## config.mk

```make
export PLATFORM = sky130hd
export DESIGN_NAME = lp_clk_seq
export DESIGN_NICKNAME = d
export VERILOG_FILES = /design/src/rtl/lp_clk_seq.sv
export SDC_FILE = /design/constraint.sdc
export NUM_CORES = 1
export LEC_CHECK = 0
export BUFFER_PORTS_ARGS = -buffer_cell sky130_fd_sc_hd__buf_2
export CAP_MARGIN = 20
export CORE_UTILIZATION = 48
export DETAILED_ROUTE_END_ITERATION = 10
export PLACE_DENSITY = 0.75
export SLEW_MARGIN = 40
export SYNTH_ARGS = -nofsm -noshare
export SYNTH_HDL_FRONTEND = slang
export SYNTH_SLANG_ARGS = --single-unit
```

## constraint.sdc

```tcl
create_clock -name clk -period 1.4 [get_ports clk]
set_input_delay 0.14 -clock clk [delete_from_list [all_inputs] [get_ports clk]]
set_output_delay 0.14 -clock clk [all_outputs]
set_load 0.01 [all_outputs]
```

## src/rtl/lp_clk_seq.sv

```systemverilog
module lp_clk_seq #(
  parameter int ND = 4,
  parameter int NS = 4,
  parameter int NM = 8,
  parameter int NB = 2,
  parameter logic [ND*NM-1:0] DOM_MEMBERS = 32'hC030_0C03,
  parameter logic [ND-1:0] DOZE_DOMS = 4'b0111,
  parameter int OSC_IDX = 0,
  parameter int PLL_IDX = 1
) (
  input  logic              clk,
  input  logic              rst_n,
  input  logic              wr_en,
  input  logic [1:0]        wr_addr,
  input  logic [2*ND-1:0]   wr_data,
  input  logic [NM-1:0]     mod_ack,
  input  logic [NS-1:0]     src_rdy,
  input  logic              wake_irq,
  output logic [ND-1:0]     dom_stop_req,
  output logic [ND-1:0]     dom_clk_en,
  output logic [2*ND-1:0]   dom_src_sel,
  output logic [NS-1:0]     src_pwr_en,
  output logic              vreg_lp_req,
  output logic              flash_pump_sleep,
  output logic              doze
);
  localparam int SW = 2;
  localparam int DW = SW * ND;
  localparam logic [SW-1:0] OSC = SW'(OSC_IDX);
  localparam logic [SW-1:0] PLL = SW'(PLL_IDX);

  logic [ND-1:0] dom_dis_q, dom_en_q, dom_ack;
  logic [NS-1:0] src_dis_q, src_en_q, rdy_q, src_busy;
  logic [DW-1:0] sel_reg_q, act_sel_q;
  logic [NB-1:0] bank_q;
  logic          vreg_req_q, vreg_lp_q;
  logic          wr;

  assign wr = wr_en & ~wake_irq;

  for (genvar d = 0; d < ND; d++) begin : g_ack
    assign dom_ack[d] = &(mod_ack | ~DOM_MEMBERS[d*NM +: NM]);
  end

  always_comb begin
    src_busy = '0;
    for (int s = 0; s < NS; s++)
      for (int d = 0; d < ND; d++)
        if (dom_en_q[d] && act_sel_q[d*SW +: SW] == SW'(s)) src_busy[s] = 1'b1;
  end

  always_ff @(posedge clk or negedge rst_n) begin
    if (!rst_n) begin
      dom_dis_q  <= '0;
      src_dis_q  <= '0;
      sel_reg_q  <= '0;
      act_sel_q  <= '0;
      bank_q     <= '0;
      vreg_req_q <= 1'b0;
    end else if (wake_irq) begin
      dom_dis_q  <= '0;
      src_dis_q  <= '0;
      bank_q     <= '0;
      vreg_req_q <= 1'b0;
      for (int d = 0; d < ND; d++)
        act_sel_q[d*SW +: SW] <= (sel_reg_q[d*SW +: SW] == PLL) ? OSC : sel_reg_q[d*SW +: SW];
    end else if (wr) begin
      case (wr_addr)
        2'd0: dom_dis_q <= wr_data[ND-1:0];
        2'd1: src_dis_q <= wr_data[NS-1:0];
        2'd2: begin
          sel_reg_q <= wr_data;
          for (int d = 0; d < ND; d++)
            if (src_rdy[wr_data[d*SW +: SW]] && src_en_q[wr_data[d*SW +: SW]])
              act_sel_q[d*SW +: SW] <= wr_data[d*SW +: SW];
        end
        default: begin
          vreg_req_q <= wr_data[0];
          bank_q     <= wr_data[NB:1];
        end
      endcase
    end
  end

  always_ff @(posedge clk or negedge rst_n) begin
    if (!rst_n) begin
      dom_en_q  <= '1;
      src_en_q  <= '1;
      rdy_q     <= '0;
      vreg_lp_q <= 1'b0;
    end else begin
      rdy_q     <= src_rdy;
      vreg_lp_q <= vreg_req_q & (&dom_ack);
      for (int d = 0; d < ND; d++) begin
        if (dom_en_q[d] && dom_dis_q[d] && dom_ack[d])
          dom_en_q[d] <= 1'b0;
        else if (!dom_en_q[d] && !dom_dis_q[d] && !wake_irq &&
                 src_en_q[act_sel_q[d*SW +: SW]] && rdy_q[act_sel_q[d*SW +: SW]])
          dom_en_q[d] <= 1'b1;
      end
      for (int s = 0; s < NS; s++) begin
        if (src_dis_q[s] && !src_busy[s]) src_en_q[s] <= 1'b0;
        else if (!src_dis_q[s])           src_en_q[s] <= 1'b1;
      end
    end
  end

  assign dom_stop_req     = dom_dis_q;
  assign dom_clk_en       = dom_en_q;
  assign dom_src_sel      = act_sel_q;
  assign src_pwr_en       = src_en_q;
  assign vreg_lp_req      = vreg_lp_q;
  assign flash_pump_sleep = &bank_q;
  assign doze = ~|(dom_en_q & DOZE_DOMS) & ~src_en_q[PLL_IDX] & src_en_q[OSC_IDX];

  for (genvar d = 0; d < ND; d++) begin : g_dom_chk
    p_dom_stop_acked_r1: assert property (@(posedge clk) disable iff (!rst_n)
      $fell(dom_en_q[d]) |-> $past(dom_ack[d] && dom_dis_q[d]));
    p_dom_restart_late_r9: assert property (@(posedge clk) disable iff (!rst_n)
      $rose(dom_en_q[d]) |-> $past(rdy_q[act_sel_q[d*SW +: SW]]));
    p_pll_only_locked_r8: assert property (@(posedge clk) disable iff (!rst_n)
      (!$stable(act_sel_q[d*SW +: SW]) && act_sel_q[d*SW +: SW] == PLL) |-> $past(src_rdy[PLL_IDX] && !wake_irq));
  end

  for (genvar s = 0; s < NS; s++) begin : g_src_chk
    p_src_off_idle_r2: assert property (@(posedge clk) disable iff (!rst_n)
      $fell(src_en_q[s]) |-> $past(!src_busy[s]));
  end

  p_vreg_all_ack_r3: assert property (@(posedge clk) disable iff (!rst_n)
    vreg_lp_req |-> $past(&dom_ack && vreg_req_q));
endmodule

```

-- Yosys cells after proc, flatten, opt, wreduce, memory -nomap -nowiden
Index checks and enable logic that the tools add are counted.
- output and inout port bits: 23
- register bits after elaboration: 40
- input bits: 26
- word-level logic and storage cells: 238
- reductions and logical operators: 95
- order comparisons: 8
- bitwise operators: 6
- multiplexer cells: 87
- equal/unequal tests: 23
- operator list (cell ; count):
    2-to-1 mux 1 bit ; 51
    logical AND 1 bit ; 48
    binary-select mux 1 bit (select 2 bit) ; 16
    less-than comparator 2 x 3 -> 1 bit (second input constant) ; 8
    2-to-1 mux 4 bit ; 6
    2-to-1 mux 8 bit ; 3
    nonzero test 2 bit ; 12
    2-to-1 mux 2 bit ; 11
    equality test 2 x 1 -> 1 bit (second input constant) ; 9
    equality test 2 bit (second input constant) ; 9
    AND reduction 2 bit ; 8
    AND reduction 3 bit ; 5
    logical NOT 1 bit ; 14
    logical NOT 2 bit ; 5
    inequality test 2 x 1 -> 1 bit (second input constant) ; 5
    AND reduction 8 bit ; 1
    OR reduction 3 bit ; 2
    AND 1 bit ; 4
    NOT 1 bit ; 2

-- Depth between registers and ports, before layout
- word-level depth: 9
- gate-level depth with buffers: 5
- mapped depth without buffers: 4

-- Worst setup path before layout
Ideal clock, no wire load.
- path kind: register to register
- start point: register src_en_q[3] (netlist: src_pwr_en[3])
- end point: register dom_en_q[0] (netlist: dom_clk_en[0])
- setup time: 0.091 ns
- path buffers: 1
- clock period less this slack: 1.516 ns
- arrival time: 1.425 ns
- cell stages (with the launch flop): 5
- slack: -0.116 ns
- cells stage by stage: dfstp_2 -> clkbuf_2 -> nand2_1 -> mux4_2 -> o31ai_1
- word-level cells in the longest chain between the ends: 5
- ends and longest elaborated chain (what ; RTL line ; text):
    start, declared ; 33 ; logic [NS-1:0] src_dis_q, src_en_q, rdy_q, src_busy;
    start signal, assigned ; 88 ; src_en_q <= '1;
    start signal, assigned by index ; 102 ; if (src_dis_q[s] && !src_busy[s]) src_en_q[s] <= 1'b0;
    start signal, assigned by index ; 103 ; else if (!src_dis_q[s]) src_en_q[s] <= 1'b1;
    binary-select mux 1 bit (select 2 bit) ; 98 ; src_en_q[act_sel_q[d*SW +: SW]] && rdy_q[act_sel_q[d*SW +: SW]])
    2-to-1 mux 1 bit (implied by the code) ; 98 ;
    logical AND 1 bit ; 97 ; else if (!dom_en_q[d] && !dom_dis_q[d] && !wake_irq &&
    logical AND 1 bit ; 98 ;
    nonzero test 2 bit (no source line) ; - ;
    end signal, assigned ; 87 ; dom_en_q <= '1;
    end signal, assigned by index ; 96 ; dom_en_q[d] <= 1'b0;
    end signal, assigned by index ; 99 ; dom_en_q[d] <= 1'b1;
    end, declared ; 32 ; logic [ND-1:0] dom_dis_q, dom_en_q, dom_ack;
Every way passes these cells. The select of a mux whose other input is x is not followed.
A chain may end at the register's enable or synchronous reset.

-- Worst setup path after layout
- start point: register src_en_q[1] (netlist: src_pwr_en[1])
- end point: output doze
- word-level cells in the longest chain between the ends: 3
- ends and longest elaborated chain (what ; RTL line ; text):
    NOT 1 bit ; 114 ; assign doze = ~|(dom_en_q & DOZE_DOMS) & ~src_en_q[PLL_IDX] & src_en_q[OSC_IDX];
    AND 1 bit (2 in a row) ; 114 ;
    end, declared ; 25 ; output logic doze
Every way passes these cells.

==> results.md <==
Die:
- The floorplan step set the die width to 68.0 um.
- The initial core utilization is 51.2%.
- The die covers 0.00463 mm^2.
- The floorplan row count is 23.
- The floorplan step set the die height to 68.0 um.
- The core region is 0.00409 mm^2.
- 49 I/O pins were placed.

Worst setup path:
- In this run the worst setup path terminates at doze.
- The worst-path cell with the longest stage delay is dfstp_2.
- The maximum fanout count along the critical path is 3.
- The end of the worst register-to-register path is dom_src_sel[2].
- STA classifies the critical path endpoint as a primary output.
- Data arrives at the worst endpoint at 1370 ps.
- The largest stage delay on the critical path is 570 ps.
- The worst register-to-register path begins at src_pwr_en[1].
- Across all register-to-register paths, the minimum setup slack is -80 ps.
- STA classifies the critical path startpoint as a register.
- The dominant cell type by count on the critical path is buf_6.
- The worst path required time is 1260 ps.
- The critical path goes through buf_6 -> buf_6 -> nor4_2 -> and2_1 -> buf_2.
- The critical path is of the register to primary output type.
- The path depth of the worst reg2reg path is 4.
- The launching element of the worst setup path is src_pwr_en[1].

Timing:
- The count of final max-slew check failures was 0.
- The highest clock frequency the design can meet is 0.662 GHz.
- In the post-route analysis, the smallest setup slack over all paths is -111 ps.
- Across the routed clock network, the largest skew measured is 6.57 ps.
- Setup violations remaining at the end of the flow were counted as 9.
- The count of final hold-check violations is 0.
- In this run the tightest slew margin relative to its limit is 71.3%.
- The setup total negative slack is -336 ps.
- The worst slack on hold paths is 20.7 ps.
- The shortest clock period the worst path allows after layout is 1510 ps.
- Setup repair after global routing could not meet its margin everywhere.
- In the finished design, the share of the clock period the worst path needs comes to 108%.
- The actual slew at the worst max-slew pin is 429 ps.

Logic synthesis:
- Counting flops with a built-in enable in the synthesized netlist gives 0.
- The register bit total from synthesis is 40.
- The most used flip-flop cell after synthesis is dfrtp_1.
- When the netlist entered floorplanning its net count stood at 232.
- The number of warnings printed during yosys synthesis is 0.
- The post-synthesis instance area is 0.00209 mm^2.
- The mean instance size in the synthesized netlist is 10.2 um^2.
- Synthesis produced a netlist whose cell count is 206.
- Counting flops with an async set or reset pin after synthesis yields a share of 100%.
- The distinct cell type count of the synthesized netlist is 40.
- The sequential cell area fraction in the yosys report is 48.3%.

Clock tree:
- After clock tree synthesis, the clock-pin slew on the worst setup and hold paths is 80 ps.
- The clock reaches the later pin of the worst-skew pair after 300 ps.
- Buffers inserted during clock tree synthesis total 5.
- The clock tree from TritonCTS is done.
- The H-tree was split into 2 levels.
- No sink is reached through more buffers than the 2 on the longest clock path.
- The library cell used as clock root buffer is clkbuf_8.
- The number of clock sinks seen by CTS is 40.

Job:
- Across the run, the number of max-cap violations was 0.

Outcome:
- The run finished, with violations left.
- The checks that failed: setup timing.

Drt:
- Detailed routing inserted a total of 2008 vias.
- In the routed layout, each cell is associated on average with a via count of 6.08.
- The detailed-routing iteration count for the pre-antenna-repair pass is 4.
- In the routed design, unresolved DRC markers number 0.
- The average routed wire per standard cell is 17.8 um.
- In this run the remaining antenna-violating nets after routing total 0.
- The detailed router finished its first iteration with 218 violations.
- The total wirelength of the detailed-routed design is 5880 um.

Final layout:
- The most common cell after layout, fill and taps aside is buf_2.
- The multi-input combinational cells in the finished layout cover a total of 0.00109 mm^2.
- Cells with a size suffix above 1 make up 43.6% of the layout.
- The summed area of non-filler cells in the final layout is 0.00278 mm^2.
- The sequential standard cell area is 0.00101 mm^2.
- The repair_antennas step left the layout with diodes totalling 0.
- The layout has 299 filler cells.
- At the end of the flow, the number of nets in the layout was 305.
- Relative to the synthesized area, the layout overhead comes to 33.1%.
- Leaving out fill and tap cells, the most frequent cells in the layout are buf_2 (47), dfrtp_1 (32), nand2_1 (24).

GRT:
- The number of antenna violations at the first check in global routing was 0.
- The total congestion overflow is 0.
- Global routing used 28.2% of the available tracks.
- The first-pass GRT wire length is 9230 um.
- Entering global routing, the biggest net connects 26 pins.
- The via count of the first global-routing pass is 1863.

Power:
- IR analysis of the VDD net gives a maximum drop of 0.794 mV.
- The reported leakage power is 1.31 nW.
- The power per cell area is 1160 mW/mm^2.

Placed design:
- After detailed placement, the total cell area comes to 0.00251 mm^2.
- After legalization and detailed placement, the total HPWL measured 4260 um.
- The placer congestion estimate is 0.938.
- During placement, the flow inserted port buffers numbering 48.

Min path:
- The path class of the lowest-slack min-delay path is input pin to register.
worst min-delay path by stage:
stage                     startpoint         endpoint  slack (ps)  cells after the start
after floorplan                rst_n        bank_q[0]        -160                      0
after global placement         rst_n       vreg_req_q          80                      1
after detailed placement       rst_n  dom_stop_req[1]          90                      1
after CTS                 src_rdy[1]         rdy_q[1]          10                      1
after global routing      src_rdy[2]         rdy_q[2]          10                      1
final                     src_rdy[2]         rdy_q[2]          20                      1
cell families after synthesis:
| logic type | share of synthesized area [%] |
|---|---|
| buffers and inverters | 3.17 |
| flip-flops | 48.3 |
| multiplexers | 13.5 |
| AND/OR/NAND/NOR | 19.4 |
| AO/OA/AOI/OAI | 15.6 |
metal layers:
metal  vias up  GRT usage [%]  part of all wire [%]  wire (um)
met3        23           7.00                   7.3        432
met1       977           37.9                    42       2470
li1        913              -                     -          -
met5         -              0                     0          0
met4         0           11.5                   2.4        144
met2        95           43.4                    48       2840
per-stage QoR:
step,worst slack [ps],power [W],utilization (%),std cells
after floorplan,-82.7,0.00185,-,206
after global placement,-34.3,0.00217,61.3,315
after detailed placement,-95.7,0.00218,61.3,315
after CTS,-125,0.00321,66.8,329
after global routing,-144,0.00340,68.1,330
final,-111,0.00323,68.1,330
layout make-up:
class,instances,area share (%)
timing repair buffer,74,16.9
clock buffer,6,2.97
sequential,40,36.3
tap,50,2.25
clock inverter,2,1.39
inverter,6,0.809
multi-input combinational,152,39.3
worst max-delay path: cells and delay by family, from the launching register on:
kind / cells / cell delay, ps
simple gates: 2 / 170
buf+inv: 3 / 340
flops: 1 / 570
flip-flops by register name, indices dropped and copies added, names as in the netlist, 2 cells and up:
signal	flops
rdy_q	4
sel_reg_q	8
dom_src_sel	8
src_dis_q	4
dom_clk_en	4
bank_q	2
dom_stop_req	4
src_pwr_en	4
synthesized netlist by cell type (all sizes together), types with 3 or more instances:
cell type	instances	area share, %
a21oi	8	1.9
a32oi	5	2.1
and2	3	0.90
buf	4	1.3
clkbuf	4	0.78
dfrtp	32	38
dfstp	8	10
inv	6	1.1
mux2	9	4.8
mux2i	9	4.3
mux4	4	4.3
nand2	27	4.8
nand3	16	3.8
nand3b	4	1.4
nor2	15	2.7
nor3b	3	1.3
o211ai	4	1.7
o21ai	13	3.1
o22ai	6	1.8
o31ai	6	2.2
where the power goes:
| group | switching [W] | leakage [nW] | total, W | internal, W |
|---|---|---|---|---|
| Sequential | 0.000130 | 0.494 | 0.00142 | 0.00129 |
| Combinational | 0.000423 | 0.755 | 0.000817 | 0.000393 |
| Clock | 0.000412 | 0.0614 | 0.000995 | 0.000583 |
what timing repair did:
| action | in CTS | in global routing |
|---|---|---|
| hold buffers | 1 | 0 |
| endpoints found under the hold margin | 11 | 0 |
| buffers inserted | 5 | 1 |
| endpoints found under the setup margin | 6 | 14 |
| gates resized for setup | 15 | 13 |
| pin swaps | 5 | 6 |
Note: power is estimated with default switching activity, not from simulation.
